<file path="src/rtl/pad_wb_gpio_pkg.sv">
package pad_wb_gpio_pkg;

    localparam int OVR_W       = 3;
    localparam int OVR_OEB     = 0;
    localparam int OVR_OUT     = 1;
    localparam int OVR_IN      = 2;
    localparam int EN_LSB      = 0;
    localparam int VAL_LSB     = 8;
    localparam int LIVE_IN_BIT = 15;
    localparam int MODE_LSB    = 16;
    localparam int BUS_W       = 32;
    localparam int SEL_W       = BUS_W / 8;

    typedef logic [OVR_W-1:0] ovr_vec_t;

endpackage

</file>
<file path="src/rtl/pad_wb_decode.sv">
module pad_wb_decode #(
    parameter logic [31:0] BASE_ADDR = 32'h2100_0000,
    parameter int          PAD_INDEX = 0
) (
    input  logic [31:0] adr_i,
    input  logic        cyc_i,
    input  logic        stb_i,
    output logic        hit_o
);
    localparam logic [31:0] MY_ADDR = BASE_ADDR + 32'(4 * PAD_INDEX);
    localparam logic [29:0] MY_WORD = MY_ADDR[31:2];

    always_comb begin
        hit_o = cyc_i && stb_i && (adr_i[31:2] == MY_WORD);
    end
endmodule

</file>
<file path="src/rtl/pad_cfg_regs.sv">
module pad_cfg_regs
    import pad_wb_gpio_pkg::*;
#(
    parameter int             MODE_W        = 13,
    parameter logic [MODE_W-1:0] RESET_MODE = '0,
    parameter ovr_vec_t       RESET_OVR_EN  = '0,
    parameter ovr_vec_t       RESET_OVR_VAL = '0
) (
    input  logic             clk_i,
    input  logic             rst_i,
    input  logic             hit_i,
    input  logic             cyc_i,
    input  logic             stb_i,
    input  logic             we_i,
    input  logic [SEL_W-1:0] sel_i,
    input  logic [BUS_W-1:0] dat_i,
    input  logic             pad_in_i,
    output logic             ack_o,
    output logic [BUS_W-1:0] rd_o,
    output ovr_vec_t         ovr_en_o,
    output ovr_vec_t         ovr_val_o,
    output logic [MODE_W-1:0] mode_o
);
    typedef struct packed {
        logic              ack;
        ovr_vec_t          ovr_en;
        ovr_vec_t          ovr_val;
        logic [MODE_W-1:0] mode;
    } cfg_state_t;

    cfg_state_t st_d, st_q;
    logic [BUS_W-1:0] cur_word;
    logic [BUS_W-1:0] new_word;
    logic [BUS_W-1:0] byte_mask;
    logic             req;

    genvar b;
    generate
        for (b = 0; b < SEL_W; b++) begin : g_mask
            assign byte_mask[8*b +: 8] = {8{sel_i[b]}};
        end
    endgenerate

    always_comb begin
        cur_word = '0;
        cur_word[EN_LSB +: OVR_W]    = st_q.ovr_en;
        cur_word[VAL_LSB +: OVR_W]   = st_q.ovr_val;
        cur_word[MODE_LSB +: MODE_W] = st_q.mode;
        new_word = (cur_word & ~byte_mask) | (dat_i & byte_mask);
        req      = hit_i && !st_q.ack;

        st_d     = st_q;
        st_d.ack = req;
        if (req && we_i) begin
            st_d.ovr_en  = new_word[EN_LSB +: OVR_W];
            st_d.ovr_val = new_word[VAL_LSB +: OVR_W];
            st_d.mode    = new_word[MODE_LSB +: MODE_W];
        end
        if (rst_i) begin
            st_d.ack     = 1'b0;
            st_d.ovr_en  = RESET_OVR_EN;
            st_d.ovr_val = RESET_OVR_VAL;
            st_d.mode    = RESET_MODE;
        end
    end

    always_ff @(posedge clk_i) begin
        st_q <= st_d;
    end

    always_comb begin
        rd_o = '0;
        if (st_q.ack) begin
            rd_o              = cur_word;
            rd_o[LIVE_IN_BIT] = pad_in_i;
        end
    end

    assign ack_o     = st_q.ack;
    assign ovr_en_o  = st_q.ovr_en;
    assign ovr_val_o = st_q.ovr_val;
    assign mode_o    = st_q.mode;

    assert_ack_single_R2: assert property (@(posedge clk_i) disable iff (rst_i)
        st_q.ack |=> !st_q.ack);

    assert_ack_after_req_R2: assert property (@(posedge clk_i) disable iff (rst_i)
        $rose(st_q.ack) |-> $past(cyc_i && stb_i));

    assert_reset_load_R6: assert property (@(posedge clk_i) disable iff (rst_i)
        $past(rst_i) |-> (st_q.mode == RESET_MODE && st_q.ovr_en == RESET_OVR_EN
                          && st_q.ovr_val == RESET_OVR_VAL));

    assert_empty_sel_keeps_R5: assert property (@(posedge clk_i) disable iff (rst_i)
        (req && we_i && sel_i == '0) |=> ($stable(st_q.mode) && $stable(st_q.ovr_en)
                                          && $stable(st_q.ovr_val)));
endmodule

</file>
<file path="src/rtl/pad_sig_mux.sv">
module pad_sig_mux
    import pad_wb_gpio_pkg::*;
(
    input  ovr_vec_t ovr_en_i,
    input  ovr_vec_t ovr_val_i,
    input  logic     fn_ieb_i,
    input  logic     fn_oeb_i,
    input  logic     fn_out_i,
    input  logic     pad_in_i,
    output logic     fn_in_o,
    output logic     pad_ieb_o,
    output logic     pad_oeb_o,
    output logic     pad_out_o
);
    ovr_vec_t src, res;

    always_comb begin
        src          = '0;
        src[OVR_OEB] = fn_oeb_i;
        src[OVR_OUT] = fn_out_i;
        src[OVR_IN]  = pad_in_i;
    end

    genvar i;
    generate
        for (i = 0; i < OVR_W; i++) begin : g_ovr
            assign res[i] = ovr_en_i[i] ? ovr_val_i[i] : src[i];
        end
    endgenerate

    assign pad_oeb_o = res[OVR_OEB];
    assign pad_out_o = res[OVR_OUT];
    assign fn_in_o   = res[OVR_IN];
    assign pad_ieb_o = fn_ieb_i;
endmodule

</file>
<file path="src/rtl/pad_wb_gpio.sv">
module pad_wb_gpio
    import pad_wb_gpio_pkg::*;
#(
    parameter logic [31:0]       BASE_ADDR     = 32'h2100_0000,
    parameter int                PAD_INDEX     = 0,
    parameter int                MODE_W        = 13,
    parameter logic [MODE_W-1:0] RESET_MODE    = 13'h0403,
    parameter ovr_vec_t          RESET_OVR_EN  = '0,
    parameter ovr_vec_t          RESET_OVR_VAL = '0
) (
    input  logic              clk_i,
    input  logic              rst_i,
    input  logic              wb_cyc_i,
    input  logic              wb_stb_i,
    input  logic              wb_we_i,
    input  logic [3:0]        wb_sel_i,
    input  logic [31:0]       wb_adr_i,
    input  logic [31:0]       wb_dat_i,
    output logic [31:0]       wb_dat_o,
    output logic              wb_ack_o,
    input  logic              fn_ieb_i,
    input  logic              fn_oeb_i,
    input  logic              fn_out_i,
    output logic              fn_in_o,
    output logic              pad_ieb_o,
    output logic              pad_oeb_o,
    output logic              pad_out_o,
    input  logic              pad_in_i,
    output logic [MODE_W-1:0] pad_mode_o
);
    localparam logic [31:0] MY_ADDR = BASE_ADDR + 32'(4 * PAD_INDEX);

    logic     hit;
    ovr_vec_t ovr_en, ovr_val;

    pad_wb_decode #(.BASE_ADDR(BASE_ADDR), .PAD_INDEX(PAD_INDEX)) u_decode (
        .adr_i(wb_adr_i), .cyc_i(wb_cyc_i), .stb_i(wb_stb_i), .hit_o(hit)
    );

    pad_cfg_regs #(
        .MODE_W(MODE_W), .RESET_MODE(RESET_MODE),
        .RESET_OVR_EN(RESET_OVR_EN), .RESET_OVR_VAL(RESET_OVR_VAL)
    ) u_regs (
        .clk_i(clk_i), .rst_i(rst_i), .hit_i(hit), .cyc_i(wb_cyc_i),
        .stb_i(wb_stb_i), .we_i(wb_we_i), .sel_i(wb_sel_i), .dat_i(wb_dat_i),
        .pad_in_i(pad_in_i), .ack_o(wb_ack_o), .rd_o(wb_dat_o),
        .ovr_en_o(ovr_en), .ovr_val_o(ovr_val), .mode_o(pad_mode_o)
    );

    pad_sig_mux u_mux (
        .ovr_en_i(ovr_en), .ovr_val_i(ovr_val), .fn_ieb_i(fn_ieb_i),
        .fn_oeb_i(fn_oeb_i), .fn_out_i(fn_out_i), .pad_in_i(pad_in_i),
        .fn_in_o(fn_in_o), .pad_ieb_o(pad_ieb_o), .pad_oeb_o(pad_oeb_o),
        .pad_out_o(pad_out_o)
    );

    assert_ack_own_address_R1: assert property (@(posedge clk_i) disable iff (rst_i)
        $rose(wb_ack_o) |-> $past(wb_adr_i[31:2] == MY_ADDR[31:2]));

    assert_ack_dataless_idle_R3: assert property (@(posedge clk_i) disable iff (rst_i)
        $fell(wb_ack_o) |-> (wb_dat_o == '0));
endmodule

</file>
<file path="config.mk">
export PLATFORM = sky130hd
export DESIGN_NAME = pad_wb_gpio
export DESIGN_NICKNAME = d
export VERILOG_FILES = /design/src/rtl/pad_wb_gpio_pkg.sv /design/src/rtl/pad_wb_decode.sv /design/src/rtl/pad_cfg_regs.sv /design/src/rtl/pad_sig_mux.sv /design/src/rtl/pad_wb_gpio.sv
export SDC_FILE = /design/constraint.sdc
export NUM_CORES = 1
export LEC_CHECK = 0
export ABC_AREA = 0
export BUFFER_PORTS_ARGS = -buffer_cell sky130_fd_sc_hd__buf_4
export CAP_MARGIN = 20
export CORE_ASPECT_RATIO = 0.9
export CORE_UTILIZATION = 31
export CTS_BUF_LIST = sky130_fd_sc_hd__clkbuf_8
export DETAILED_ROUTE_END_ITERATION = 8
export PLACE_DENSITY = 0.69
export SETUP_SLACK_MARGIN = 0.5
export SYNTH_ARGS = -nofsm -noshare
export SYNTH_HDL_FRONTEND = slang
export SYNTH_SLANG_ARGS = --single-unit
</file>
<file path="constraint.sdc">
create_clock -name clk_i -period 1.69 [get_ports clk_i]
set_input_delay 0.338 -clock clk_i [delete_from_list [all_inputs] [get_ports clk_i]]
set_output_delay 0.338 -clock clk_i [all_outputs]
set_load 0.01 [all_outputs]
</file>
After elaboration in Yosys (flattened, before gate mapping)

Cells that the tools add are included.

Reductions and logical operators: 5
Multiplexer cells: 4
Eq/ne operators: 1
Bitwise logic cells: 4

Operators with widths:

| operator                                        | number |
|---|---|
| AND 29 bit                                      | 2 |
| == test 30 x 28 -> 1 bit, second input constant | 1 |
| two-way mux 29 bit                              | 1 |
| NOT 29 bit                                      | 1 |
| bitwise OR 29 bit                               | 1 |
| logical AND 1 bit                               | 4 |
| two-way mux 1 bit                               | 3 |
| zero test 1 bit                                 | 1 |

Input port bits: 77
Output and inout bits: 50
Logic and storage cells: 18
Bits in registers: 20

Longest topological paths before layout

Depth in word-level cells: 4
Mapped depth: 4

Cells and area by module

A second synthesis with hierarchy kept.

Cells, all modules: 141
Area, all modules: 1282.5 sq um

Modules (own cells, without submodules):

| module        | instances | area an instance (sq um) | cells each |
|---|---|---|---|
| pad_cfg_regs  | 1         | 1138.6                   | 125 |
| pad_wb_decode | 1         | 91.3                     | 12 |
| pad_sig_mux   | 1         | 52.6                     | 4 |

Worst setup path before layout

Ideal clock, no wire load.

Path type: input-to-reg
From: input wb_adr_i[27]
To: register (tool-made name)
Required time: 1618 ps
Stages: 4
Path buffers: 1
Setup slack: -58 ps
Arrival: 1676 ps
Cell sequence: or3_1 -> clkbuf_2 -> nor4_4 -> mux2i_1

RTL lines:

| what        | line              | text |
|---|---|---|
| from (decl) | pad_wb_gpio.sv:17 | `input logic [31:0] wb_adr_i,` |

==> results.md <==
- After detailed routing, the number of remaining DRC violations is 0.
- Including well taps, the total number of placed cells is about 280.
- The finished cells cover 2305 sq um.
- Along the worst path, the maximum fanout reaches 5.
- The die is 71.63 um wide.
- The last weighted congestion value of the routability-driven placer is approximately 0.7.
- For this design the static power due to leakage is 0.001065 uW.
- The minimum clock period after layout is between 1.5 and 2 ns.
- The die covers 4632 sq um.
- The global-route usage over all layers is 14.02%.
- The total of endpoints with negative setup slack in the final report is 0.
- In the post-route analysis, the smallest setup slack over all paths is around 0.17 ns.
- The violation count after the first detailed-route iteration is 16.
- The number of enable-type register cells in the synthesized netlist is 0.
- The signed area change from the synthesized netlist to the final layout is 70.40%.
- Summed over all nets, the switching power comes to roughly 220 uW.
- For this design the ratio of total power to cell area is 447.9 nW/um^2.
- 127 I/O pins were placed.
- The clock passes through at most 2 buffers.
- Of the total power, the share spent switching nets is a little over a fifth.
- For this block, the routed nets add up to between 3 and 4 mm of wire.
- Among all flip-flop cells after synthesis, the most frequent one is dfxtp_1.
- Combinational cells account for between 20% and 30% of the total power.
- The number of max-slew violations in the final report is 0.
- 0 antenna diodes ended up in the layout.
- The critical path required time is approximately 1.9 ns.
- The area share of the largest cell type after synthesis is 29.60%.
- The number of max-cap violations is 0.
- After clock tree synthesis, the clock-pin slew on the worst setup and hold paths is around 0.07 ns.
- Using the TritonRoute via totals, the vias-per-cell ratio works out to between 4 and 5.
- The floorplan step defined a core boundary enclosing roughly 4100 sq um.
- Counting instances in the post-synthesis netlist gives the leading cell types as nand2b_1 (32), and2_1 (20), dfxtp_1 (20).
- In the final layout, the share of cells above drive strength 1 is between 50% and 60%.
- The Yosys warning count is 0.
- For this run the aggregate overflow at the end of global routing stands at 0.
- Counting the buffers created by CTS gives 3.
- Yosys instantiated no cell more often than nand2b_1.
- The flow ran to the end, and the final reports show no timing, DRC or antenna violations.
- The number of nets in the finished design is 321.
- The level count of the clock H-tree is 1.
- The tightest min-delay check is of the in -> reg type.
- Setup repair after global routing could not meet its margin everywhere.
- The worst-case hold slack is 0.3401 ns.
- The setup path with the least slack is of type reg -> reg.
- The number of rows created at floorplan is 22.
- The count of distinct cell types in the synthesized netlist is 20.
- The count of buffers from port buffering is 97.
- The period utilization is between 80 and 90%.
- In the synthesized netlist the async set-or-reset flop fraction comes to 0%.
- At the worst endpoint, the arrival time is approximately 1.7 ns.
- The maximum achievable frequency is between 0.6 and 0.7 GHz.
- The first-pass GRT wire length is around 5 mm.
- TritonCTS built the clock tree.
- Counting every sink on the clock net gives 20.
- The total iterations of the first detailed-routing run is 3.
- Once the floorplan was initialized, standard cells occupied ~33% of the core.
- Counting every instance in the synthesized netlist gives roughly 140.
- The clock network is responsible for 34.3% of the overall power.
- Entering global routing, the biggest net connects 40 pins.
- The register share of total power is around 46%.
- The count of nets left with antenna violations once routing finished came out at 0.
- The detailed placer's ending HPWL is 2.623 mm.
- Clock tree synthesis selected as its root buffer the cell clkbuf_8.
- The internal power is 808.9 uW.
- The total placed instance area is ~2100 sq um.
- For this block, the via count after detailed routing is 1288.
- The number of antenna violations at the first check in global routing is 0.
- The worst setup path is captured at a flop.
- The flop and latch count out of synthesis is 20.
- For this run, the number of standard cells in the final layout without fillers is slightly below 300.
- In the post-synthesis netlist, the biggest area contributors are dfxtp_1 (30%), nand2b_1 (15%), mux2i_1 (14%).
- The combined area of all synthesized cells is roughly 1400 sq um.
- The share of synthesized area occupied by flip-flops and latches is 29.60%.
- The mean instance size in the synthesized netlist is approximately 9.6 sq um.
- The final routed wire length divided by cell count is 11.58 um.
- OpenSTA, run right after detailed placement, puts the worst setup slack at -0.1064 ns.
- The biggest area consumer among synthesized cells is dfxtp_1.
- The peak supply drop is around 370 uV.
- The maximum clock skew at final layout is between 0.003 and 0.004 ns.
- In this run the vertical extent of the chip is approximately 65 um.
- The clock network latency to the later pin of the worst-skew pair is between 0.2 and 0.3 ns.
- The final hold violation count was 0.
- Power comes to 1032 uW.
- The number of global-route vias before repair was about 1100.
- The worst setup path is launched from a flop.
==> cells in the final DEF (no fill, tap or decap), types with 2 or more instances in the layout <==
master,Yosys,layout
and2_1,20,20
nand4_4,1,2
dfxtp_1,20,17
mux2i_1,19,19
mux2_4,0,3
nor2_1,7,7
nand2b_1,32,32
buf_4,13,95
buf_6,0,10
clkbuf_8,0,4
nor4b_4,1,2
nor4_4,4,6
dfxtp_2,0,3
buf_12,0,2
conb_1,1,12
nor4_2,4,2
nand2_1,4,4
==> cells by family after synthesis <==
group	after synthesis	synth area share, %
other	1	0.2773
and+or+nand+nor	78	44.31
DFF	20	29.60
buffers and inverters	20	9.250
muxes	22	16.56
==> what timing repair did <==
action                                  CTS  global route
endpoints found under the setup margin   44            44
setup buffers                             3             1
hold buffers                              0             0
endpoints found under the hold margin     0             0
pin swaps                                 7             2
gates cloned                              0             0
resized for setup                        18             1
==> layout make-up <==
cell class	instances	area [sq um]
fill	388	1824
multi-input combinational	112	919.6
timing repair buffer	107	865.8
sequential	20	404.1
tap	48	60.06
clock buffer	4	55.05
==> worst paths after layout <==
path | from | end | slack, ns | depth (start not counted)
worst max register to register | u_regs.ack_o | flop | 0.17 | 6
worst min register to register | flop | flop | 0.49 | 2
worst max-delay path | u_regs.ack_o | flop | 0.17 | 6
worst min-delay path | wb_dat_i[17] | flop | 0.34 | 3
==> metal layers <==
layer / global-route usage (%) / vias to the layer above / share of wire (%)
li1: - / 649 / -
met1: 16.45 / 575 / 41
met2: 25.12 / 62 / 50
met3: 4.666 / 2 / 8.9
met4: 2.206 / 0 / 0.47
met5: 0 / - / 0
==> power groups by stage <==
stage	sequential, uW	combinational [uW]	clock, uW
after detailed placement	482	196	0
after CTS	471	208	377
after global routing	471	223	396
after floorplan	482	89.8	0
after global placement	482	193	0
final	471	207	354
==> stage by stage <==
step,util (%),setup TNS (ns)
final,55.82,0
after global placement,51.64,-0.9242
after floorplan,-,-0.1293
after global routing,55.82,0
after CTS,55.42,0
after detailed placement,51.64,-1.285
==> critical path, stage by stage (launching register included) <==
cell and delay [ns]:
dfxtp_1 0.31, and4bb_2 0.31, nand4_4 0.15, buf_12 0.18, nor4_4 0.13, buf_6 0.16
mux2i_1 0.19
(Power assumes the default switching activity.)
